## config.mk

```make
export PLATFORM = sky130hd
export DESIGN_NAME = clksel_ctrl
export DESIGN_NICKNAME = d
export VERILOG_FILES = /design/src/rtl/clksel_pkg.sv /design/src/rtl/clksel_regs.sv /design/src/rtl/clksel_stab.sv /design/src/rtl/clksel_fsm.sv /design/src/rtl/clksel_ctrl.sv
export SDC_FILE = /design/constraint.sdc
export NUM_CORES = 1
export LEC_CHECK = 0
export ABC_CLOCK_PERIOD_IN_PS = 3400
export BUFFER_PORTS_ARGS = -buffer_cell sky130_fd_sc_hd__buf_4
export CORE_ASPECT_RATIO = 1.2
export CORE_UTILIZATION = 45
export CTS_CLUSTER_DIAMETER = 50
export DETAILED_ROUTE_END_ITERATION = 10
export GPL_ROUTABILITY_DRIVEN = 0
export PLACE_DENSITY = 0.68
export SLEW_MARGIN = 15
export SYNTH_ARGS = -nofsm -noshare
export SYNTH_HDL_FRONTEND = slang
export SYNTH_SLANG_ARGS = --single-unit
```

## constraint.sdc

```tcl
create_clock -name clk -period 3.4 [get_ports clk]
set_input_delay 0.51 -clock clk [delete_from_list [all_inputs] [get_ports clk]]
set_output_delay 0.51 -clock clk [all_outputs]
set_load 0.05 [all_outputs]
```

## src/rtl/clksel_pkg.sv

```systemverilog
package clksel_pkg;

    localparam int REG_W  = 8;
    localparam int ADDR_W = 3;

    localparam logic [ADDR_W-1:0] A_MODE  = 3'd0;
    localparam logic [ADDR_W-1:0] A_OSC   = 3'd1;
    localparam logic [ADDR_W-1:0] A_MCM   = 3'd2;
    localparam logic [ADDR_W-1:0] A_PCC   = 3'd3;
    localparam logic [ADDR_W-1:0] A_STAT  = 3'd4;

    typedef enum logic [1:0] {
        SRC_IHS  = 2'd0,
        SRC_MAIN = 2'd1,
        SRC_SUB  = 2'd2
    } cs_src_e;

    typedef enum logic [3:0] {
        ST_RUN_IHS,
        ST_RUN_MAIN,
        ST_RUN_SUB,
        ST_HALT_IHS,
        ST_HALT_MAIN,
        ST_HALT_SUB,
        ST_STOP_IHS,
        ST_STOP_MAIN,
        ST_WARM_MAIN
    } cs_state_e;

endpackage

```

## src/rtl/clksel_regs.sv

```systemverilog
module clksel_regs
    import clksel_pkg::*;
(
    input  logic              clk,
    input  logic              rst_n,
    input  logic              wr_en,
    input  logic [ADDR_W-1:0] addr,
    input  logic [REG_W-1:0]  wdata,
    input  logic              stab_done,
    output logic [REG_W-1:0]  rdata,
    output logic              ext_sel,
    output logic              osc_on,
    output logic              range_hi,
    output logic              range_lock,
    output logic              osc_stop,
    output logic              want_main,
    output logic              want_sub
);

    logic mcm_hi, mcm_lo;

    always_ff @(posedge clk or negedge rst_n) begin
        if (!rst_n) begin
            ext_sel    <= 1'b0;
            osc_on     <= 1'b0;
            range_hi   <= 1'b0;
            range_lock <= 1'b0;
            osc_stop   <= 1'b1;
            mcm_hi     <= 1'b0;
            mcm_lo     <= 1'b0;
            want_sub   <= 1'b0;
        end else if (wr_en) begin
            case (addr)
                A_MODE: begin
                    ext_sel    <= wdata[7];
                    osc_on     <= wdata[6];
                    range_lock <= 1'b1;
                    if (!range_lock) range_hi <= wdata[0];
                end
                A_OSC:   osc_stop <= wdata[7];
                A_MCM: begin
                    mcm_hi <= wdata[2];
                    mcm_lo <= wdata[0];
                end
                A_PCC:   want_sub <= wdata[4];
                default: ;
            endcase
        end
    end

    assign want_main = mcm_hi & mcm_lo;

    always_comb begin
        rdata = '0;
        case (addr)
            A_MODE:  rdata = {ext_sel, osc_on, 5'b0, range_hi};
            A_OSC:   rdata = {osc_stop, 7'b0};
            A_MCM:   rdata = {5'b0, mcm_hi, 1'b0, mcm_lo};
            A_PCC:   rdata = {3'b0, want_sub, 4'b0};
            A_STAT:  rdata = {7'b0, stab_done};
            default: rdata = '0;
        endcase
    end

endmodule

```

## src/rtl/clksel_stab.sv

```systemverilog
module clksel_stab #(
    parameter int STAB_CYCLES = 1024
) (
    input  logic clk,
    input  logic rst_n,
    input  logic run,
    input  logic tick,
    output logic done
);

    localparam int CW = $clog2(STAB_CYCLES + 1);
    localparam logic [CW-1:0] LIMIT = CW'(STAB_CYCLES);

    logic [CW-1:0] cnt;

    always_ff @(posedge clk or negedge rst_n) begin
        if (!rst_n)                 cnt <= '0;
        else if (!run)              cnt <= '0;
        else if (tick && !done)     cnt <= cnt + CW'(1);
    end

    assign done = (cnt == LIMIT);

endmodule

```

## src/rtl/clksel_fsm.sv

```systemverilog
module clksel_fsm
    import clksel_pkg::*;
(
    input  logic       clk,
    input  logic       rst_n,
    input  logic       halt_req,
    input  logic       stop_req,
    input  logic       wake,
    input  logic       want_main,
    input  logic       want_sub,
    input  logic       main_rdy,
    input  logic       sub_rdy,
    output logic [1:0] cpu_src,
    output logic       cpu_run,
    output logic       halted,
    output logic       stopped
);

    cs_state_e st, nxt;

    always_ff @(posedge clk or negedge rst_n) begin
        if (!rst_n) st <= ST_RUN_IHS;
        else        st <= nxt;
    end

    always_comb begin
        nxt = st;
        unique case (st)
            ST_RUN_IHS: begin
                if (stop_req)                           nxt = ST_STOP_IHS;
                else if (halt_req)                      nxt = ST_HALT_IHS;
                else if (want_sub && sub_rdy)           nxt = ST_RUN_SUB;
                else if (!want_sub && want_main && main_rdy) nxt = ST_RUN_MAIN;
            end
            ST_RUN_MAIN: begin
                if (stop_req)                           nxt = ST_STOP_MAIN;
                else if (halt_req)                      nxt = ST_HALT_MAIN;
                else if (want_sub && sub_rdy)           nxt = ST_RUN_SUB;
                else if (!want_sub && !want_main)       nxt = ST_RUN_IHS;
            end
            ST_RUN_SUB: begin
                if (halt_req)                           nxt = ST_HALT_SUB;
                else if (!want_sub && want_main && main_rdy) nxt = ST_RUN_MAIN;
                else if (!want_sub && !want_main)       nxt = ST_RUN_IHS;
            end
            ST_HALT_IHS:  if (wake) nxt = ST_RUN_IHS;
            ST_HALT_MAIN: if (wake) nxt = ST_RUN_MAIN;
            ST_HALT_SUB:  if (wake) nxt = ST_RUN_SUB;
            ST_STOP_IHS:  if (wake) nxt = ST_RUN_IHS;
            ST_STOP_MAIN: if (wake) nxt = ST_WARM_MAIN;
            ST_WARM_MAIN: if (main_rdy) nxt = ST_RUN_MAIN;
            default:      nxt = ST_RUN_IHS;
        endcase
    end

    always_comb begin
        cpu_src = SRC_IHS;
        cpu_run = 1'b0;
        halted  = 1'b0;
        stopped = 1'b0;
        unique case (st)
            ST_RUN_IHS:   cpu_run = 1'b1;
            ST_RUN_MAIN:  begin cpu_run = 1'b1; cpu_src = SRC_MAIN; end
            ST_RUN_SUB:   begin cpu_run = 1'b1; cpu_src = SRC_SUB;  end
            ST_HALT_IHS:  halted = 1'b1;
            ST_HALT_MAIN: begin halted = 1'b1;  cpu_src = SRC_MAIN; end
            ST_HALT_SUB:  begin halted = 1'b1;  cpu_src = SRC_SUB;  end
            ST_STOP_IHS:  stopped = 1'b1;
            ST_STOP_MAIN: begin stopped = 1'b1; cpu_src = SRC_MAIN; end
            ST_WARM_MAIN: cpu_src = SRC_MAIN;
            default:      cpu_src = SRC_IHS;
        endcase
    end

endmodule

```

## src/rtl/clksel_ctrl.sv

```systemverilog
module clksel_ctrl
    import clksel_pkg::*;
#(
    parameter int STAB_CYCLES = 1024
) (
    input  logic              clk,
    input  logic              rst_n,
    input  logic              wr_en,
    input  logic [ADDR_W-1:0] addr,
    input  logic [REG_W-1:0]  wdata,
    output logic [REG_W-1:0]  rdata,
    input  logic              halt_req,
    input  logic              stop_req,
    input  logic              wake,
    input  logic              main_tick,
    input  logic              sub_rdy,
    output logic              main_en,
    output logic              ihs_en,
    output logic [1:0]        cpu_src,
    output logic              cpu_run,
    output logic              halted,
    output logic              stopped
);

    logic ext_sel, osc_on, range_hi, range_lock, osc_stop;
    logic want_main, want_sub, stab_done, main_rdy;

    clksel_regs u_regs (
        .clk        (clk),
        .rst_n      (rst_n),
        .wr_en      (wr_en),
        .addr       (addr),
        .wdata      (wdata),
        .stab_done  (stab_done),
        .rdata      (rdata),
        .ext_sel    (ext_sel),
        .osc_on     (osc_on),
        .range_hi   (range_hi),
        .range_lock (range_lock),
        .osc_stop   (osc_stop),
        .want_main  (want_main),
        .want_sub   (want_sub)
    );

    clksel_stab #(.STAB_CYCLES(STAB_CYCLES)) u_stab (
        .clk   (clk),
        .rst_n (rst_n),
        .run   (main_en),
        .tick  (main_tick),
        .done  (stab_done)
    );

    clksel_fsm u_fsm (
        .clk       (clk),
        .rst_n     (rst_n),
        .halt_req  (halt_req),
        .stop_req  (stop_req),
        .wake      (wake),
        .want_main (want_main),
        .want_sub  (want_sub),
        .main_rdy  (main_rdy),
        .sub_rdy   (sub_rdy),
        .cpu_src   (cpu_src),
        .cpu_run   (cpu_run),
        .halted    (halted),
        .stopped   (stopped)
    );

    assign main_en  = osc_on & ~osc_stop & ~stopped;
    assign ihs_en   = ~stopped;
    assign main_rdy = main_en & (ext_sel | stab_done);

endmodule

```

==> out/results.txt, run 1 <==
Crit Path Class: reg2out
count leader, synth: dfrtp_1
Syn. warnings: 0
total track usage: 0.1943
Core Util, Final: 0.5418
Final TNS setup: 0 ns
I/O Buffers: 27
nets: 223
crit path capture type: primary output
Vias/cell: 5.798
Peak VDD IR: 727.0 µV
Mapped Area: 0.001590 mm²
# hold bufs at CTS: 0
via count: 1380
Max Freq: 337.2 MHz
pin count of the biggest net entering global routing: 24
Netlist cell types: 49
Worst-path clk slew: 0.08 ns
outcome: finished, final reports clean
GR Layer Usage met1: 0.2384
Final Hold Viols: 0
post-DP HPWL: 2505 µm
Area contributors post-synth: dfrtp_1, xor2_1, nor2_1, mux2_2, a21oi_1
DRT Wirelength: 3290 µm
Resize count post-CTS: 0
first-pass GRT wire length: 5775 µm
Die Span Y: 67.12 µm
crit-path max cell delay: 0.51 ns
minimum clock period: 2.966 ns
Root Driver: clkbuf_8
clk_lat worst skew: 0.26 ns
Clock H-tree levels: 1
hold crit path type: in2async
register area share after synthesis: 0.3627
initial antenna violation count: 0
vias in the first global route: 1317
most used routing layer: met2
Mapped Cells: 183
critical path's top delay family: simple AND/OR/NAND/NOR gates
met2 usage: 0.3423
FF/Latch Area: 576.8 µm²
Worst Path Arrival: 2.46 ns
Post-synth top cells: dfrtp_1, nor2_1, a21oi_1, nand2_1, clkbuf_1
Antenna diodes: 0
Leak Pwr: 0.0008032 µW
Max clock buf depth: 2
power density cells: 674.5 mW/mm²
Critical path buffers and inverters: 2
ys flop type: dfrtp_1
Post-synth EDFFs: 0
Syn Area/Cell: 8.690 µm²
full die area: 0.003777 mm²
CTS tree: built
largest area contributor in the netlist: dfrtp_1
initial core utilization: 0.4723
Post-CTS Setup Inserts: 0
floorplan row count: 23
Pins Over Slew Limit: 0
CP max FO: 5
Fillers: 323
FFs w/ async S/R, synth: 1.000
Synth Register Bits: 23
die extent in x: 56.27 µm
drt drc: 0
Core ar.: 0.003367 mm²
Crit-path slowest cell: or4b_1
fraction of layout cells with a size suffix above 1: 0.2289
RSZ-0062 raised after global routing: false
initial DRC count: 52
TritonRoute pass-1 iters: 4
final worst path period share: 0.8722
Clock Sink Count: 23
number of top-level pins: 34
Relative slew margins: 0.5733
synth-to-layout area growth: 14.71%
Clock Skew: 0.002289 ns
wire per inst: 13.82 µm
Tightest Pin Transition: 0.6239 ns
MaxCap Viol Count: 0
crit path cell chain: inv_1 -> ha_1 -> or4b_1 -> nor4_1 -> mux2i_1 -> o21ai_0 -> nor2b_1 -> buf_4
CP Launch Type: flop
M3 GR Usage: 0.02330
area of the multi-input gates: 927.1 µm²
grt total ovfl: 0
CTS Buf Count: 3
post-synth top area share: 0.3462
Final setup viols: 0
Critical Path RT: 2.89 ns
Final ANT Viol Nets: 0
area by class of cell:
type,count,area share
multi-input cells,140,0.5082
repair buffers,27,0.1111
flip-flops and latches,23,0.3162
well taps,37,0.02538
inverters,7,0.01440
clock buffers,4,0.02469
flip-flops by register name, indices dropped and copies added, names as in the netlist:
signal and count:
u_stab.cnt 11, u_fsm.st 4, u_regs.ext_sel 1, u_regs.mcm_hi 1, u_regs.mcm_lo 1, u_regs.osc_on 1
u_regs.osc_stop 1, u_regs.range_hi 1, u_regs.range_lock 1, u_regs.want_sub 1
power breakdown:
group          internal, µW  switching (µW)  total, µW
registers               316             114        430
logic                   250             385        635
clock network          83.6            81.3        165
cells in the final DEF, fill, tap and decap left out, types with 3 or more instances in the layout:
master and n:
buf_4 27, o21ai_0 7, nand3b_1 7, xnor2_1 3
a21oi_1 11, nand2b_1 6, nor3_1 5, mux2_2 6
dfrtp_1 22, nor2_1 18, conb_1 3, nor2b_1 3
clkbuf_8 3, a211oi_1 3, inv_1 7, nand3_1 8
mux2i_1 3, xor2_1 8, and3_1 4, nand2_1 11
nand4_1 3
through the flow:
| stage | instance area, µm² | std cells | setup slack [ns] | hold WS [ns] | power, µW |
|---|---|---|---|---|---|
| after floorplan | 1598 | 185 | 0.4959 | 0.2144 | 908.7 |
| after global placement | 1779 | 234 | 0.7403 | 0.4230 | 1056 |
| after detailed placement | 1779 | 234 | 0.6755 | 0.4215 | 1071 |
| after CTS | 1824 | 238 | 0.3784 | 0.1333 | 1238 |
| after global routing | 1824 | 238 | 0.1908 | 0.1445 | 1319 |
| final | 1824 | 238 | 0.4345 | 0.1280 | 1231 |
per-layer routing:
metal / share of wire / wire length [µm]
met1: 0.44 / 1446
met2: 0.50 / 1654
met3: 0.032 / 106
met4: 0.025 / 83
met5: 0 / 0
logic make-up after synthesis:
logic type      synth area share
xor+xnor                 0.06059
fa+ha+maj                0.01573
simple gates              0.2872
mux                      0.06137
flops                     0.3627
other cells             0.002358
compound gates            0.1511
buf+inv                  0.05901
final timing paths:
| path | from | cells after the start | slack [ns] | endpoint |
|---|---|---|---|---|
| worst max-delay path | u_stab.cnt[0]$_DFFE_PN0P_ | 8 | 0.43 | rdata[0] |
| worst min-delay path | rst_n | 1 | 0.13 | u_fsm.st[0]$_DFFE_PN0P_ |
| worst max register to register | u_fsm.st[3]$_DFFE_PN0P_ | 7 | 0.93 | u_fsm.st[1]$_DFFE_PN0P_ |
| worst min register to register | u_regs.range_lock$_DFFE_PN0P_ | 1 | 0.48 | u_regs.range_lock$_DFFE_PN0P_ |
| max in group asynchronous | rst_n | 1 | 3.00 | u_regs.osc_stop$_DFFE_PN1P_ |
| min in group clk | wdata[7] | 3 | 0.46 | u_regs.ext_sel$_DFFE_PN0P_ |
Note: power is estimated with default switching activity, not from simulation.
==> run 2, diff against run 1 <==
- CAP_MARGIN: default -> 20
- CORE_MARGIN: default -> 4
==> run 2 against run 1 <==
  * Count of clock-buffer cells in the layout unchanged
  * Clock power about the same
  * Cell count unchanged
  * Largest power group unchanged
==> out/results.txt, run 2 (same netlist as run 1, synthesis figures left out) <==
outcome: finished, final reports clean
Max Freq: 346.0 MHz
initial DRC count: 93
Max clock buf depth: 2
full die area: 0.004553 mm²
Critical Path RT: 2.89 ns
nets: 223
Worst Path Arrival: 2.38 ns
fraction of layout cells with a size suffix above 1: 0.2289
CTS Buf Count: 3
Post-CTS Setup Inserts: 0
first-pass GRT wire length: 5927 µm
Fillers: 325
total track usage: 0.1583
Resize count post-CTS: 0
Hold WS: 0.1288 ns
DRT Wirelength: 3377 µm
Clock H-tree levels: 1
initial antenna violation count: 0
# hold bufs at CTS: 0
Root Driver: clkbuf_8
Final TNS setup: 0 ns
Antenna diodes: 0
CP max FO: 5
clk_lat worst skew: 0.26 ns
TritonRoute pass-1 iters: 4
Relative slew margins: 0.5670
Biggest register: u_stab.cnt
die extent in x: 62.27 µm
Worst-path clk slew: 0.07 ns
Vias/cell: 5.828
hold crit path type: in2async
minimum clock period: 2.890 ns
floorplan row count: 23
Peak VDD IR: 465.1 µV
Clock Skew: 0.001605 ns
vias in the first global route: 1371
Core ar.: 0.003367 mm²
Final setup viols: 0
Final ANT Viol Nets: 0
Core Util, Final: 0.5418
MaxCap Viol Count: 0
Clock Sink Count: 23
CP Launch Type: flop
Crit Path Class: reg2out
Leak Pwr: 0.0008032 µW
number of top-level pins: 34
synth-to-layout area growth: 14.71%
max reg flops: 11
wire per inst: 14.19 µm
crit path capture type: primary output
RSZ-0062 raised after global routing: false
commonest non-fill, non-tap cell in the layout: buf_4
final worst path period share: 0.8500
via count: 1387
initial core utilization: 0.4723
drt drc: 0
pin count of the biggest net entering global routing: 24
Final Hold Viols: 0
I/O Buffers: 27
Top Registers: u_stab.cnt (11), u_fsm.st (4)
Die Span Y: 73.12 µm
grt total ovfl: 0
Tightest Pin Transition: 0.6331 ns
post-DP HPWL: 2613 µm
most frequent cells in the layout: buf_4, dfrtp_1, nor2_1
power density cells: 672.1 mW/mm²
CTS tree: built
Pins Over Slew Limit: 0
==> run 2: cell counts in the layout (fill, tap and decap cells not counted) <==
Identical to the previous run, type by type.
==> run 2: area by class of cell <==
class	count	area (µm²)	share of cell area
multi-input cells	140	927.1	0.5082
flip-flops and latches	23	576.8	0.3162
repair buffers	27	202.7	0.1111
well taps	37	46.29	0.02538
clock buffers	4	45.04	0.02469
inverters	7	26.28	0.01440
==> run 2: metal layers <==
layer	GRT usage	wire, µm
met3	0.02773	170
met1	0.1817	1398
met2	0.2846	1714
met5	0	0
met4	0.07547	93
==> run 2: final timing paths <==
check	from	depth (start not counted)	to	slack, ns
hold / removal	rst_n	1	u_stab.cnt[6]$_DFFE_PN0P_	0.13
setup reg to reg	u_fsm.st[3]$_DFFE_PN0P_	7	u_fsm.st[1]$_DFFE_PN0P_	0.96
max in group asynchronous	rst_n	1	u_regs.osc_stop$_DFFE_PN1P_	2.99
min in group clk	wdata[7]	3	u_regs.ext_sel$_DFFE_PN0P_	0.47
hold reg to reg	u_regs.range_lock$_DFFE_PN0P_	1	u_regs.range_lock$_DFFE_PN0P_	0.47
setup / recovery	u_stab.cnt[0]$_DFFE_PN0P_	8	rdata[0]	0.51
==> run 2: through the flow <==
stage | std cells | setup WS [ns] | area [µm²] | power, µW
floorplan | 185 | 0.4959 | 1598 | 908.7
global placement | 234 | 0.7469 | 1779 | 1058
detailed placement | 234 | 0.7412 | 1779 | 1074
CTS | 238 | 0.4440 | 1824 | 1242
global route | 238 | 0.2674 | 1824 | 1316
finish | 238 | 0.5100 | 1824 | 1226
==> run 2: critical path, cell delays in order, from the launching register on <==
cell	delay, ns
dfrtp_1	0.43
inv_1	0.08
ha_1	0.13
or4b_1	0.50
nor4_1	0.39
mux2i_1	0.13
o21ai_0	0.14
nor2b_1	0.13
buf_4	0.20
==> run 2: report_power, final <==
| part | total, µW | switching, µW | internal [µW] |
|---|---|---|---|
| logic | 633 | 383 | 250 |
| clock network | 162 | 78.8 | 83.5 |
| registers | 430 | 114 | 316 |
| total | 1230 | 576 | 650 |
==> run 3, diff against run 2 <==
- ABC_CLOCK_PERIOD_IN_PS: 3400 -> 2400
- PLACE_DENSITY: 0.68 -> 0.71
- clock period: 3.4 -> 2.4 ns (I/O delays scaled with it)
==> run 3 against run 2 <==
  * The run now ends with setup timing left
  * Register-to-register slack lost 0.83 ns
  * Clock skew grew 0.0025 ns
  * Cell count grew 6.3%
  * Via count rose by 4.0%
  * Largest cell class unchanged
  * Critical path depth rose by 1
  * Die area stayed put
  * Sequential share of layout area down 2.3 points
==> out/results.txt, run 3 (same netlist as run 1, synthesis figures left out) <==
fraction of layout cells with a size suffix above 1: 0.3009
vias in the first global route: 1444
Worst Setup SP: u_stab.cnt[0]$_DFFE_PN0P_
Final TNS setup: -0.08963 ns
crit path cell chain: inv_2 -> ha_1 -> or4b_4 -> nor4_4 -> buf_4 -> mux2i_1 -> o21ai_1 -> nor2b_2 -> buf_6
Crit-path slowest cell: or4b_4
Crit Path Class: reg2out
synth-to-layout area growth: 23.92%
initial antenna violation count: 0
Hold WS: 0.3098 ns
DRT Wirelength: 3568 µm
total track usage: 0.1616
Pins Over Slew Limit: 0
power density cells: 920.3 mW/mm²
overall power: 1814 µW
min setup slack post-route: -0.08963 ns
Final Hold Viols: 0
pin count of the biggest net entering global routing: 24
CTS Buf Count: 3
floorplan row count: 23
via count: 1442
Max Freq: 401.7 MHz
initial core utilization: 0.4723
Max clock buf depth: 2
Vias/cell: 5.700
die extent in x: 62.27 µm
clk_lat worst skew: 0.26 ns
crit path capture type: primary output
Clock Sink Count: 23
max reg flops: 11
I/O Buffers: 27
first-pass GRT wire length: 6223 µm
Leak Pwr: 0.0008847 µW
CP max FO: 2
initial DRC count: 81
post-DP HPWL: 2758 µm
crit-path max cell delay: 0.49 ns
FF-to-FF setup slack: 0.13 ns
Final ANT Viol Nets: 0
hold crit path type: in2reg
critical hold path startpoint: wdata[7]
Clock Skew: 0.004108 ns
Critical Path RT: 2.04 ns
outcome: finished with violations
grt total ovfl: 0
Worst-path clk slew: 0.08 ns
RR Startpoint: u_stab.cnt[0]$_DFFE_PN0P_
drt drc: 0
violated checks: setup timing
Worst Path Arrival: 2.13 ns
Biggest register: u_stab.cnt
minimum clock period: 2.490 ns
CP Launch Type: flop
RSZ-0062 raised after global routing: true
Core Util, Final: 0.5853
number of top-level pins: 34
CTS tree: built
final worst path period share: 1.037
nets: 238
Top Registers: u_stab.cnt (11), u_fsm.st (4)
MaxCap Viol Count: 0
Fillers: 309
Clock H-tree levels: 1
Core ar.: 0.003367 mm²
Peak VDD IR: 945.2 µV
Antenna diodes: 0
Root Driver: clkbuf_8
TritonRoute pass-1 iters: 5
Final setup viols: 1
Die Span Y: 73.12 µm
most frequent cells in the layout: buf_4, dfrtp_1, nor2_1
full die area: 0.004553 mm²
wire per inst: 14.10 µm
commonest non-fill, non-tap cell in the layout: buf_4
run 3: cell type report:
| type | count | area [µm²] | area share |
|---|---|---|---|
| Multi-Input combinational cell | 140 | 954.7 | 0.4844 |
| Tap cell | 37 | 46.29 | 0.02349 |
| Sequential cell | 23 | 576.8 | 0.2927 |
| Timing Repair Buffer | 42 | 321.6 | 0.1632 |
| Clock buffer | 4 | 45.04 | 0.02286 |
| Inverter | 7 | 26.28 | 0.01333 |
run 3: metrics by stage:
stage / area [µm²] / worst slack, ns / instances
2_1_floorplan: 1607 / -0.03890 / 185
3_3_place_gp: 1863 / 0.1693 / 244
3_5_place_dp: 1863 / 0.1372 / 244
4_1_cts: 1947 / -0.08569 / 251
5_1_grt: 1971 / -0.2441 / 253
6_report: 1971 / -0.08963 / 253
run 3: worst paths after layout:
path                                            endpoint  cells after the start
hold reg to reg            u_regs.range_lock$_DFFE_PN0P_                      1
setup / recovery                                rdata[0]                      9
min in group asynchronous        u_fsm.st[2]$_DFFE_PN0P_                      2
setup reg to reg                 u_fsm.st[1]$_DFFE_PN0P_                      8
max in group asynchronous    u_regs.osc_stop$_DFFE_PN1P_                      2
hold / removal                u_regs.ext_sel$_DFFE_PN0P_                      3
run 3: per-layer routing:
layer	GRT usage	wire length (µm)	vias up
li1	-	-	715
met1	0.1809	1488	694
met2	0.3191	1923	31
met3	0.02157	143	2
met4	0.04009	12	0
met5	0	0	-
run 3: where the power goes:
| group | switching (µW) | leakage, µW | total, µW | internal (µW) |
|---|---|---|---|---|
| logic | 615 | 0.000565 | 1030 | 413 |
| registers | 103 | 0.000297 | 552 | 449 |
| clock network | 115 | 0.0000228 | 233 | 118 |
| total | 833 | 0.000885 | 1810 | 981 |
run 3: timing repair:
| action | CTS | global route |
|---|---|---|
| setup buffers | 2 | 2 |
| gates resized for setup | 4 | 2 |
| hold buffers | 1 | 0 |
| endpoints found under the hold margin | 22 | 0 |
| setup endpoints to repair | 1 | 1 |
run 3: critical path, delay by kind of cell, from the launching register on:
family | cells | cell delay (ns)
flops | 1 | 0.41
fa+ha+maj | 1 | 0.14
simple gates | 3 | 0.78
buf+inv | 3 | 0.38
compound gates | 1 | 0.10
mux | 1 | 0.06
